$ cat src/rtl/edo_dram_pkg.sv
package edo_dram_pkg;
  typedef enum logic [2:0] {
    ST_IDLE,
    ST_ROW,
    ST_RAS,
    ST_COL,
    ST_CAS,
    ST_PRE,
    ST_END
  } rd_state_e;
endpackage

$ cat src/rtl/edo_dram_seq.sv
module edo_dram_seq
  import edo_dram_pkg::*;
#(
  parameter int BURST_LEN = 4
) (
  input  logic clk_i,
  input  logic rst_ni,
  input  logic req_i,
  input  logic burst_i,
  output logic accept_o,
  output logic col_inc_o,
  output logic sel_col_o,
  output logic ras_no,
  output logic cas_no,
  output logic latch_en_o,
  output logic done_o,
  output logic busy_o
);
  localparam int BW = (BURST_LEN > 1) ? $clog2(BURST_LEN) : 1;

  rd_state_e      st_q, st_d;
  logic [BW-1:0]  beat_q;
  logic           burst_q;
  logic           last_beat;

  assign accept_o  = req_i && (st_q == ST_IDLE);
  assign last_beat = !burst_q || (beat_q == BW'(BURST_LEN - 1));
  assign col_inc_o = (st_q == ST_CAS) && !last_beat;

  always_comb begin
    st_d = st_q;
    unique case (st_q)
      ST_IDLE: if (accept_o) st_d = ST_ROW;
      ST_ROW:  st_d = ST_RAS;
      ST_RAS:  st_d = ST_COL;
      ST_COL:  st_d = ST_CAS;
      ST_CAS:  st_d = last_beat ? ST_END : ST_PRE;
      ST_PRE:  st_d = ST_CAS;
      ST_END:  st_d = ST_IDLE;
      default: st_d = ST_IDLE;
    endcase
  end

  always_ff @(posedge clk_i or negedge rst_ni) begin
    if (!rst_ni) begin
      st_q    <= ST_IDLE;
      beat_q  <= '0;
      burst_q <= 1'b0;
    end else begin
      st_q <= st_d;
      if (accept_o) begin
        beat_q  <= '0;
        burst_q <= burst_i;
      end else if (col_inc_o) begin
        beat_q <= beat_q + 1'b1;
      end
    end
  end

  assign ras_no     = !(st_q inside {ST_RAS, ST_COL, ST_CAS, ST_PRE});
  assign cas_no     = (st_q != ST_CAS);
  assign latch_en_o = (st_q == ST_CAS);
  assign sel_col_o  = st_q inside {ST_COL, ST_CAS, ST_PRE};
  assign done_o     = (st_q == ST_END);
  assign busy_o     = (st_q != ST_IDLE);

  a_r3_cas_inside_ras: assert property (@(posedge clk_i) disable iff (!rst_ni)
    !cas_no |-> !ras_no);
  a_r9_done_at_ras_rise: assert property (@(posedge clk_i) disable iff (!rst_ni)
    done_o |-> $rose(ras_no));
  a_r10_no_restart: assert property (@(posedge clk_i) disable iff (!rst_ni)
    (busy_o && !done_o) |=> busy_o);
  a_r5_cas_one_cycle: assert property (@(posedge clk_i) disable iff (!rst_ni)
    $fell(cas_no) |=> cas_no);
endmodule

$ cat src/rtl/edo_dram_addr.sv
module edo_dram_addr #(
  parameter int                ROW_W   = 9,
  parameter int                COL_W   = 9,
  parameter int                RGN_W   = 2,
  parameter logic [RGN_W-1:0]  EDO_RGN = '1,
  localparam int               AW      = RGN_W + ROW_W + COL_W,
  localparam int               MA_W    = (ROW_W > COL_W) ? ROW_W : COL_W
) (
  input  logic            clk_i,
  input  logic            rst_ni,
  input  logic            accept_i,
  input  logic            col_inc_i,
  input  logic            sel_col_i,
  input  logic            edo_en_i,
  input  logic [AW-1:0]   addr_i,
  output logic [MA_W-1:0] dram_addr_o,
  output logic            edo_sel_o
);
  logic [ROW_W-1:0] row_q;
  logic [COL_W-1:0] col_q;
  logic             rgn_hit;

  assign rgn_hit = (addr_i[AW-1 -: RGN_W] == EDO_RGN);

  always_ff @(posedge clk_i or negedge rst_ni) begin
    if (!rst_ni) begin
      row_q     <= '0;
      col_q     <= '0;
      edo_sel_o <= 1'b0;
    end else if (accept_i) begin
      row_q     <= addr_i[COL_W +: ROW_W];
      col_q     <= addr_i[0 +: COL_W];
      edo_sel_o <= edo_en_i && rgn_hit;
    end else if (col_inc_i) begin
      col_q <= col_q + 1'b1;
    end
  end

  assign dram_addr_o = sel_col_i ? MA_W'(col_q) : MA_W'(row_q);

  a_r8_mode_held: assert property (@(posedge clk_i) disable iff (!rst_ni)
    !accept_i |=> $stable(edo_sel_o));
  a_r2_row_at_ras: assert property (@(posedge clk_i) disable iff (!rst_ni)
    (!sel_col_i && $past(accept_i)) |=> (dram_addr_o == $past(dram_addr_o)));
endmodule

$ cat src/rtl/edo_dram_cap.sv
module edo_dram_cap #(
  parameter int DW = 16
) (
  input  logic          clk_i,
  input  logic          rst_ni,
  input  logic          latch_en_i,
  input  logic          edo_sel_i,
  input  logic [DW-1:0] dram_data_i,
  output logic [DW-1:0] rd_data_o,
  output logic          rd_valid_o
);
  logic [DW-1:0] cap_fall_q;
  logic [DW-1:0] cap_rise_q;

  // Page mode: data only valid mid-strobe, take it on the falling edge.
  always_ff @(negedge clk_i or negedge rst_ni) begin
    if (!rst_ni)         cap_fall_q <= '0;
    else if (latch_en_i) cap_fall_q <= dram_data_i;
  end

  // EDO: data held past strobe negation, take it half a cycle later.
  always_ff @(posedge clk_i or negedge rst_ni) begin
    if (!rst_ni) begin
      cap_rise_q <= '0;
      rd_valid_o <= 1'b0;
    end else begin
      rd_valid_o <= latch_en_i;
      if (latch_en_i) cap_rise_q <= dram_data_i;
    end
  end

  assign rd_data_o = edo_sel_i ? cap_rise_q : cap_fall_q;

  a_r9_valid_after_latch: assert property (@(posedge clk_i) disable iff (!rst_ni)
    rd_valid_o |-> $past(latch_en_i));
  a_r9_valid_single: assert property (@(posedge clk_i) disable iff (!rst_ni)
    rd_valid_o |=> !rd_valid_o);
endmodule

$ cat src/rtl/edo_dram_rd_ctrl.sv
module edo_dram_rd_ctrl #(
  parameter int               ROW_W     = 9,
  parameter int               COL_W     = 9,
  parameter int               RGN_W     = 2,
  parameter logic [RGN_W-1:0] EDO_RGN   = '1,
  parameter int               DW        = 16,
  parameter int               BURST_LEN = 4,
  localparam int              AW        = RGN_W + ROW_W + COL_W,
  localparam int              MA_W      = (ROW_W > COL_W) ? ROW_W : COL_W
) (
  input  logic            clk_i,
  input  logic            rst_ni,
  input  logic            edo_en_i,
  input  logic            req_i,
  input  logic [AW-1:0]   addr_i,
  input  logic            burst_i,
  output logic [MA_W-1:0] dram_addr_o,
  output logic            ras_no,
  output logic            cas_no,
  output logic            latch_en_o,
  input  logic [DW-1:0]   dram_data_i,
  output logic [DW-1:0]   rd_data_o,
  output logic            rd_valid_o,
  output logic            done_o,
  output logic            busy_o
);
  logic accept, col_inc, sel_col, edo_sel;

  edo_dram_seq #(.BURST_LEN(BURST_LEN)) u_seq (
    .clk_i      (clk_i),
    .rst_ni     (rst_ni),
    .req_i      (req_i),
    .burst_i    (burst_i),
    .accept_o   (accept),
    .col_inc_o  (col_inc),
    .sel_col_o  (sel_col),
    .ras_no     (ras_no),
    .cas_no     (cas_no),
    .latch_en_o (latch_en_o),
    .done_o     (done_o),
    .busy_o     (busy_o)
  );

  edo_dram_addr #(
    .ROW_W   (ROW_W),
    .COL_W   (COL_W),
    .RGN_W   (RGN_W),
    .EDO_RGN (EDO_RGN)
  ) u_addr (
    .clk_i       (clk_i),
    .rst_ni      (rst_ni),
    .accept_i    (accept),
    .col_inc_i   (col_inc),
    .sel_col_i   (sel_col),
    .edo_en_i    (edo_en_i),
    .addr_i      (addr_i),
    .dram_addr_o (dram_addr_o),
    .edo_sel_o   (edo_sel)
  );

  edo_dram_cap #(.DW(DW)) u_cap (
    .clk_i       (clk_i),
    .rst_ni      (rst_ni),
    .latch_en_i  (latch_en_o),
    .edo_sel_i   (edo_sel),
    .dram_data_i (dram_data_i),
    .rd_data_o   (rd_data_o),
    .rd_valid_o  (rd_valid_o)
  );

  a_r11_latch_with_cas: assert property (@(posedge clk_i) disable iff (!rst_ni)
    latch_en_o |-> (!cas_no && !ras_no));
endmodule

$ cat config.mk
export PLATFORM = sky130hd
export DESIGN_NAME = edo_dram_rd_ctrl
export DESIGN_NICKNAME = d
export VERILOG_FILES = /design/src/rtl/edo_dram_pkg.sv /design/src/rtl/edo_dram_seq.sv /design/src/rtl/edo_dram_addr.sv /design/src/rtl/edo_dram_cap.sv /design/src/rtl/edo_dram_rd_ctrl.sv
export SDC_FILE = /design/constraint.sdc
export NUM_CORES = 1
export LEC_CHECK = 0
export ABC_AREA = 1
export BUFFER_PORTS_ARGS = -buffer_cell sky130_fd_sc_hd__buf_2
export CELL_PAD_IN_SITES_DETAIL_PLACEMENT = 0
export CELL_PAD_IN_SITES_GLOBAL_PLACEMENT = 2
export CORE_MARGIN = 8
export CORE_UTILIZATION = 31
export DETAILED_ROUTE_END_ITERATION = 16
export PLACE_DENSITY_LB_ADDON = 0.1
export SYNTH_ARGS = -nofsm -noshare
export SYNTH_HDL_FRONTEND = slang
export SYNTH_SLANG_ARGS = --single-unit
$ cat constraint.sdc
create_clock -name clk_i -period 3.24 [get_ports clk_i]
set_input_delay 0.648 -clock clk_i [delete_from_list [all_inputs] [get_ports clk_i]]
set_output_delay 0.648 -clock clk_i [all_outputs]
set_load 0.02 [all_outputs]
Yosys cells after proc, flatten, opt, wreduce, memory -nomap -nowiden
Index checks and enable logic that the tools add are counted.

operators by class
  add/subtract/negate cells = 2
  eq/ne operators = 10
  mux-type cells = 9
  reductions and logical operators = 13

operators with widths
  cell                                                             count
  9-bit 2-to-1 mux                                                 3
  16-bit 2-to-1 mux                                                1
  3-bit one-hot mux with 5 select lines                            1
  9-bit by 1-bit adder with 9-bit output, second input constant    1
  3-bit == test, second input constant                             3
  3-bit by 2-bit == test with 1-bit output, second input constant  2
  2-bit 2-to-1 mux                                                 3
  3-bit nonzero test                                               2
  2-bit == test, second input constant                             2
  4-bit nonzero test                                               1
  3-bit by 1-bit == test with 1-bit output, second input constant  1
  1-bit logical AND                                                3
  1-bit logical NOT                                                3
  3-bit logical NOT                                                1
  3-bit 2-to-1 mux                                                 1
  3-bit inequality test, second input constant                     1
  2-bit by 1-bit adder with 2-bit output, second input constant    1
  2-bit inequality test, second input constant                     1
  2-bit nonzero test                                               1
  2-bit OR reduction                                               1
  1-bit logical OR                                                 1

word-level totals
  flip-flop bits (word level) = 58
  output and inout bits = 31
  logic and storage cells = 43

Longest topological paths before layout
Gate-level depths: netlist of run 1.

  depth after elaboration = 6
  mapped depth = 8
  gate-level depth less buffers = 8

Cells and area by module
Synthesis of run 1 repeated with hierarchy kept, for this count alone.

unflattened totals
  cells, all modules = 356
  area total of the unflattened synthesis = 2876.5 um2

by module, submodules not included
  module         instances  cells an instance  area an instance (um2)
  edo_dram_cap   1          171                1447.6
  edo_dram_addr  1          138                1064.8
  edo_dram_seq   1          47                 364.1

==> metrics.cfg, run 1 <==
[floorplanning]
dieHeight_um = 109.9
start_util_pct = 31.63
ios = 72
coreArea_um2 = 8636
rows = 34
die_area_um2 = 12070
die_w_um = 109.9

[finish]
antenna_cells = 0
layout.cells.most_common_list = nand2_1, buf_2, dfrtp_1
drive_gt1_share_pct = 27.99
fin_nets = 481
final_common_cell = nand2_1
multi_input_area_um2 = 1106
seq_area_um2 = 1451
nFillCells = 917
design_area_um2 = 3532
area_growth_pct = 29.32

[worst_setup_path]
critical_path_arrival_ns = 2.66
critical_path_peak_fanout = 2
r2r_cells = 5
r2r-end = u_cap.cap_fall_q[10]$_DFFE_NN0N_
start_kind = flop
end_kind = primary output
critPathKind = flop to primary output
worstPathRequired_ns = 2.59
r2r_start = u_seq.st_q[1]$_DFFE_PN0P_
r2r_setup_slack_ns = 0.33

[cts]
htreeDepth = 3
ctsLongestPathBuffers = 2
cts_root_buf = clkbuf_8
cts_buffers = 9
clkSinkCount = 58
clock_latency_ns = 0.33
clkSlewWorstSetupHoldPaths_ns = 0.07
cts_tree = yes
cts_hold_buf = 0

[routing]
drc_errors = 0
via_per_inst = 4.437
vias = 2445
drtIter0Drc = 70
drtPass1Iterations = 4
routed_wl_um = 7110
ant_nets = 0
wl_per_cell_um = 12.90

[sta]
setup_slack_ns = -0.07190
fin_tns_setup_ns = -0.8470
hold_ws_ns = 0.3065
max_slew_margin_pct = 41.82
final-setup-viol-count = 16
maxSlewViolCount = 0
worst_pin_slew_ns = 0.8726
hold_viol = 0
rsz0062_at_grt = yes
fin_skew_ns = 0.01173

[pwr]
finalPower_uw = 3977
power.leakage_uw = 0.001917
irDropWorstVdd_uv = 350.9
p_per_area_nw_per_um2 = 1126

[synth]
avgSynthCellArea_um2 = 7.651
yosys.area.top_type = dfrtp_1
ys_ff_latch = 58
synth_cells = 357
synth_cell_type_count = 22
syn_area_um2 = 2731
yosys.area.top_type_share_pct = 38.48
yosysSeqAreaShare_pct = 53.14
ys.warnings.count = 0
synth_nets = 400
yosys-top-cells-area = dfrtp_1, nand2_1, dfrtn_1

[grt]
grt_max_degree = 59
overflow = 0
track_usage_pct = 12.27
grt_pass1_wl_um = 11630
antenna_found_initial = 0
grt_pass1_vias = 2472

[placed_design]
port_buffers = 71
place_congestion = 0.7563
dp_hpwl_um = 4893
dpl_worst_slack_ns = 0.1809
post_dp_cell_area_um2 = 3223

[min_path]
min_path_type = input port to asynchronous set/reset pin

[flow_run]
cap_violations = 0

[outcome]
outcome = complete, but fails checks
failed_checks = setup timing

-- per-layer routing --
metal  up-vias  part of all wire [%]  global-route usage [%]
li1       1274                     -                       -
met1      1109                    45                   14.85
met2        50                    47                   20.25
met3        12                   5.7                   3.107
met4         0                   1.7                   5.207
met5         -                     0                       0
-- synthesized netlist by cell type, drive strengths merged --
library cell,n
nand2,168
ha,2
clkbuf,3
dfrtn,16
o22ai,1
nor2,13
nand3,17
nand4,3
dfrtp,42
or2,3
inv,37
a21oi,1
a31oi,1
buf,8
o21ai,42
-- report_power, final --
part           switching (µW)  internal (µW)
sequential                256           1080
clock                     291            337
combinational            1240            765
-- critical path, stage by stage (launching register included) --
cell and delay (ns):
dfrtn_1 0.40, inv_2 0.04, o21ai_2 0.14, buf_6 0.14
-- state kept, by name (all words and copies together) (netlist names) --
name	count
u_cap.cap_rise_q	16
u_seq.beat_q	2
u_cap.rd_valid_o	1
u_cap.cap_fall_q	16
u_seq.st_q	3
u_addr.row_q	9
u_seq.burst_q	1
u_addr.col_q	9
u_addr.edo_sel_o	1
-- cell type report --
class / instances / area share [%]
tap: 108 / 3.826
clock inverter: 4 / 0.7085
clock buffer: 12 / 4.676
inverter: 37 / 3.932
multi-input combinational: 251 / 31.31
timing repair buffer: 81 / 14.45
sequential: 58 / 41.09
-- worst max-delay path by stage --
stage,start,to,depth (start not counted)
6_report,u_cap.cap_fall_q[6]$_DFFE_NN0N_,rd_data_o[6],3
5_1_grt,u_cap.cap_fall_q[7]$_DFFE_NN0N_,rd_data_o[7],3
4_1_cts,u_cap.cap_fall_q[12]$_DFFE_NN0N_,rd_data_o[12],3
3_5_place_dp,u_cap.cap_fall_q[6]$_DFFE_NN0N_,rd_data_o[6],3
3_3_place_gp,u_cap.cap_fall_q[2]$_DFFE_NN0N_,rd_data_o[2],3
2_1_floorplan,u_cap.cap_fall_q[0]$_DFFE_NN0N_,rd_data_o[0],2
-- metrics by stage --
stage | utilization (%) | std cells
3_3_place_gp | 37.32 | 529
6_report | 40.90 | 551
4_1_cts | 40.28 | 547
5_1_grt | 40.90 | 551
2_1_floorplan | - | 357
3_5_place_dp | 37.32 | 529
-- kinds of logic (layout without fill, tap and decap cells) --
family | count (synthesis) | in the layout | synth area share [%]
buf+inv | 48 | 134 | 7.054
simple gates | 204 | 204 | 30.55
flops | 58 | 58 | 53.14
compound gates | 45 | 45 | 8.337
fa+ha+maj | 2 | 2 | 0.9160
-- what timing repair did --
item	CTS	global route
gates resized for setup	32	19
buffers inserted	2	4
endpoints found under the setup margin	16	16
pin swaps	0	2
Note: power is estimated with default switching activity, not from simulation.
==> run 2: changes to the inputs <==
- CAP_MARGIN: not set -> 25
- CELL_PAD_IN_SITES_DETAIL_PLACEMENT: 0 -> not set
- CELL_PAD_IN_SITES_GLOBAL_PLACEMENT: 2 -> not set
- CORE_UTILIZATION: 31 -> 41
- PLACE_DENSITY_LB_ADDON: 0.1 -> not set
==> metrics.cfg, run 2 (synthesis gave the netlist of run 1 again) <==
[outcome]
outcome = complete, but fails checks  ; unchanged
failed_checks = setup timing  ; unchanged

[finish]
layout.cells.most_common_list = nand2_1, buf_2, dfrtp_1  ; unchanged
final_common_cell = nand2_1  ; unchanged
nFillCells = 646  ; was 917
seq_area_um2 = 1451  ; unchanged
drive_gt1_share_pct = 30.04  ; was 27.99%
largestRegisters = u_cap.cap_fall_q (16), u_cap.cap_rise_q (16)  ; unchanged
multi_input_area_um2 = 1121  ; was 1106 µm²
stdcell_count = 523  ; was 551
fin_nets = 484  ; was 481
area_growth_pct = 28.63  ; was 29.32%
antenna_cells = 0  ; unchanged

[routing]
drtPass1Iterations = 4  ; unchanged
drtIter0Drc = 79  ; was 70
wl_per_cell_um = 13.05  ; was 12.90 µm
via_per_inst = 4.717  ; was 4.437
routed_wl_um = 6825  ; was 7110 µm
vias = 2467  ; was 2445
drc_errors = 0  ; unchanged
ant_nets = 0  ; unchanged

[cts]
clkSinkCount = 58  ; unchanged
cts_tree = yes  ; unchanged
cts_buffers = 9  ; unchanged
cts_root_buf = clkbuf_8  ; unchanged
clkSlewWorstSetupHoldPaths_ns = 0.07  ; about the same
ctsLongestPathBuffers = 2  ; unchanged
htreeDepth = 3  ; unchanged
clock_latency_ns = 0.33  ; about the same
cts_hold_buf = 0  ; unchanged

[sta]
setup_slack_ns = -0.07896  ; was -0.07190 ns
maxSlewViolCount = 0  ; unchanged
max_slew_margin_pct = 22.42  ; was 41.82%
final-setup-viol-count = 16  ; unchanged
fin_skew_ns = 0.01047  ; was 0.01173 ns
rsz0062_at_grt = yes  ; unchanged
hold_viol = 0  ; unchanged
worst_pin_slew_ns = 1.164  ; was 0.8726 ns

[placed_design]
place_congestion = 0.8394  ; was 0.7563
dpl_worst_slack_ns = 0.1881  ; was 0.1809 ns
dp_cells = 500  ; was 529
port_buffers = 71  ; unchanged
dp_hpwl_um = 4871  ; was 4893 µm

[min_path]
min_path_type = input port to asynchronous set/reset pin  ; unchanged

[floorplanning]
ios = 72  ; unchanged
coreArea_um2 = 6386  ; was 8636 µm²
die_w_um = 97.62  ; was 109.9 µm
dieHeight_um = 97.62  ; was 109.9 µm
start_util_pct = 42.77  ; was 31.63%
die_area_um2 = 9530  ; was 12070 µm²
rows = 29  ; was 34

[worst_setup_path]
critical_path_arrival_ns = 2.67  ; was 2.66 ns
end_kind = primary output  ; unchanged
r2r_start = u_seq.st_q[1]$_DFFE_PN0P_  ; unchanged
endpoint = rd_data_o[0]  ; was rd_data_o[6]
r2r-end = u_cap.cap_fall_q[1]$_DFFE_NN0N_  ; was u_cap.cap_fall_q[10]$_DFFE_NN0N_
start_kind = flop  ; unchanged
critPathKind = flop to primary output  ; unchanged
critical_path_peak_fanout = 2  ; unchanged
slowest_delay_ns = 0.40  ; about the same
worstPathCellList = inv_2 > o21ai_1 > buf_4  ; was inv_2 > o21ai_2 > buf_6
cp-startpoint = u_cap.cap_fall_q[0]$_DFFE_NN0N_  ; was u_cap.cap_fall_q[6]$_DFFE_NN0N_
worstPathRequired_ns = 2.59  ; about the same
r2r_cells = 4  ; was 5
slowest_stage = dfrtn_1  ; unchanged
r2r_setup_slack_ns = 0.26  ; was 0.33 ns

[grt]
grt_max_degree = 35  ; was 59
antenna_found_initial = 0  ; unchanged
track_usage_pct = 14.99  ; was 12.27%
grt_pass1_vias = 2636  ; was 2472
overflow = 0  ; unchanged
grt_pass1_wl_um = 11910  ; was 11630 µm

[pwr]
comb_power_share_pct = 50.8  ; was 50.5%
power_report.internal_total_uw = 2190  ; was 2185 µW
netSwitchingFraction_pct = 45.21  ; was 45.06%
irDropWorstVdd_uv = 645.5  ; was 350.9 µV
p_per_area_nw_per_um2 = 1138  ; was 1126 nW/µm²
clockPowerShare_pct = 15.0  ; was 15.8%
power.switching_uw = 1808  ; was 1792 µW
power.leakage_uw = 0.001934  ; was 0.001917 µW
seqPwrFrac_pct = 34.2  ; was 33.7%

[flow_run]
cap_violations = 0  ; unchanged

## run 2: cell types whose count changed in the layout (fill, tap and decap cells not counted), sizes merged
cell | before | now
buf | 81 | 84
clkbuf | 12 | 11
clkinv | 2 | 4
clkinvlp | 2 | 0
inv | 37 | 38
## run 2: worst max-delay path, delay by kind of cell (launching register included)
kind	cells	cell delay [ns]
compound gates	1	0.12
buf+inv	2	0.21
flops	1	0.40
## run 2: final cells by class
cell class              instances  share of cell area (%)
well taps                      77                   2.742
repair buffers                 84                   14.99
inverters                      37                   3.953
flip-flops and latches         58                   41.31
clock buffers                  11                   4.345
multi-input cells             251                   31.91
clock inverters                 5                  0.7479
## run 2: worst min-delay path by stage
stage	from	to	slack, ns	depth (start not counted)
detailed placement	u_cap.cap_rise_q[4]$_DFFE_PN0N_	u_cap.cap_rise_q[4]$_DFFE_PN0N_	0.47	2
global placement	u_seq.beat_q[1]$_DFFE_PN0P_	u_seq.beat_q[1]$_DFFE_PN0P_	0.46	2
floorplan	rst_ni	u_addr.col_q[0]$_DFFE_PN0P_	0.35	0
CTS	rst_ni	u_cap.cap_rise_q[10]$_DFFE_PN0N_	0.35	1
global route	rst_ni	u_cap.cap_rise_q[10]$_DFFE_PN0N_	0.37	1
finish	rst_ni	u_cap.cap_rise_q[10]$_DFFE_PN0N_	0.34	1
## run 2: through the flow
stage	util, %	hold slack, ns	cell area, µm²	setup TNS [ns]	total power (µW)
after floorplan	-	0.3524	2731	0	2562
after global placement	49.71	0.4609	3174	0	3104
after detailed placement	49.71	0.4653	3174	0	3131
after CTS	53.84	0.3462	3438	-1.154	3906
after global routing	55.02	0.3676	3513	-1.683	4359
final	55.02	0.3387	3513	-0.8505	3998
## run 2: power by group through the flow
stage | Combinational (µW) | Clock (µW) | Sequential [µW]
floorplan | 1300 | 0 | 1260
global placement | 1770 | 0 | 1340
detailed placement | 1780 | 0 | 1350
CTS | 1950 | 619 | 1340
global route | 2290 | 653 | 1410
finish | 2030 | 599 | 1370
## run 2: routing by layer
layer / share of wire (%) / vias up / track usage [%]
li1: - / 1275 / -
met1: 47 / 1119 / 18.28
met2: 45 / 65 / 23.49
met3: 6.0 / 8 / 4.765
met4: 1.7 / 0 / 6.876
met5: 0 / - / 0
## run 2: timing repair
| item | in CTS | in global routing |
|---|---|---|
| setup buffers | 6 | 1 |
| resized for setup | 32 | 32 |
| endpoints found under the hold margin | 0 | 0 |
| endpoints found under the setup margin | 16 | 16 |
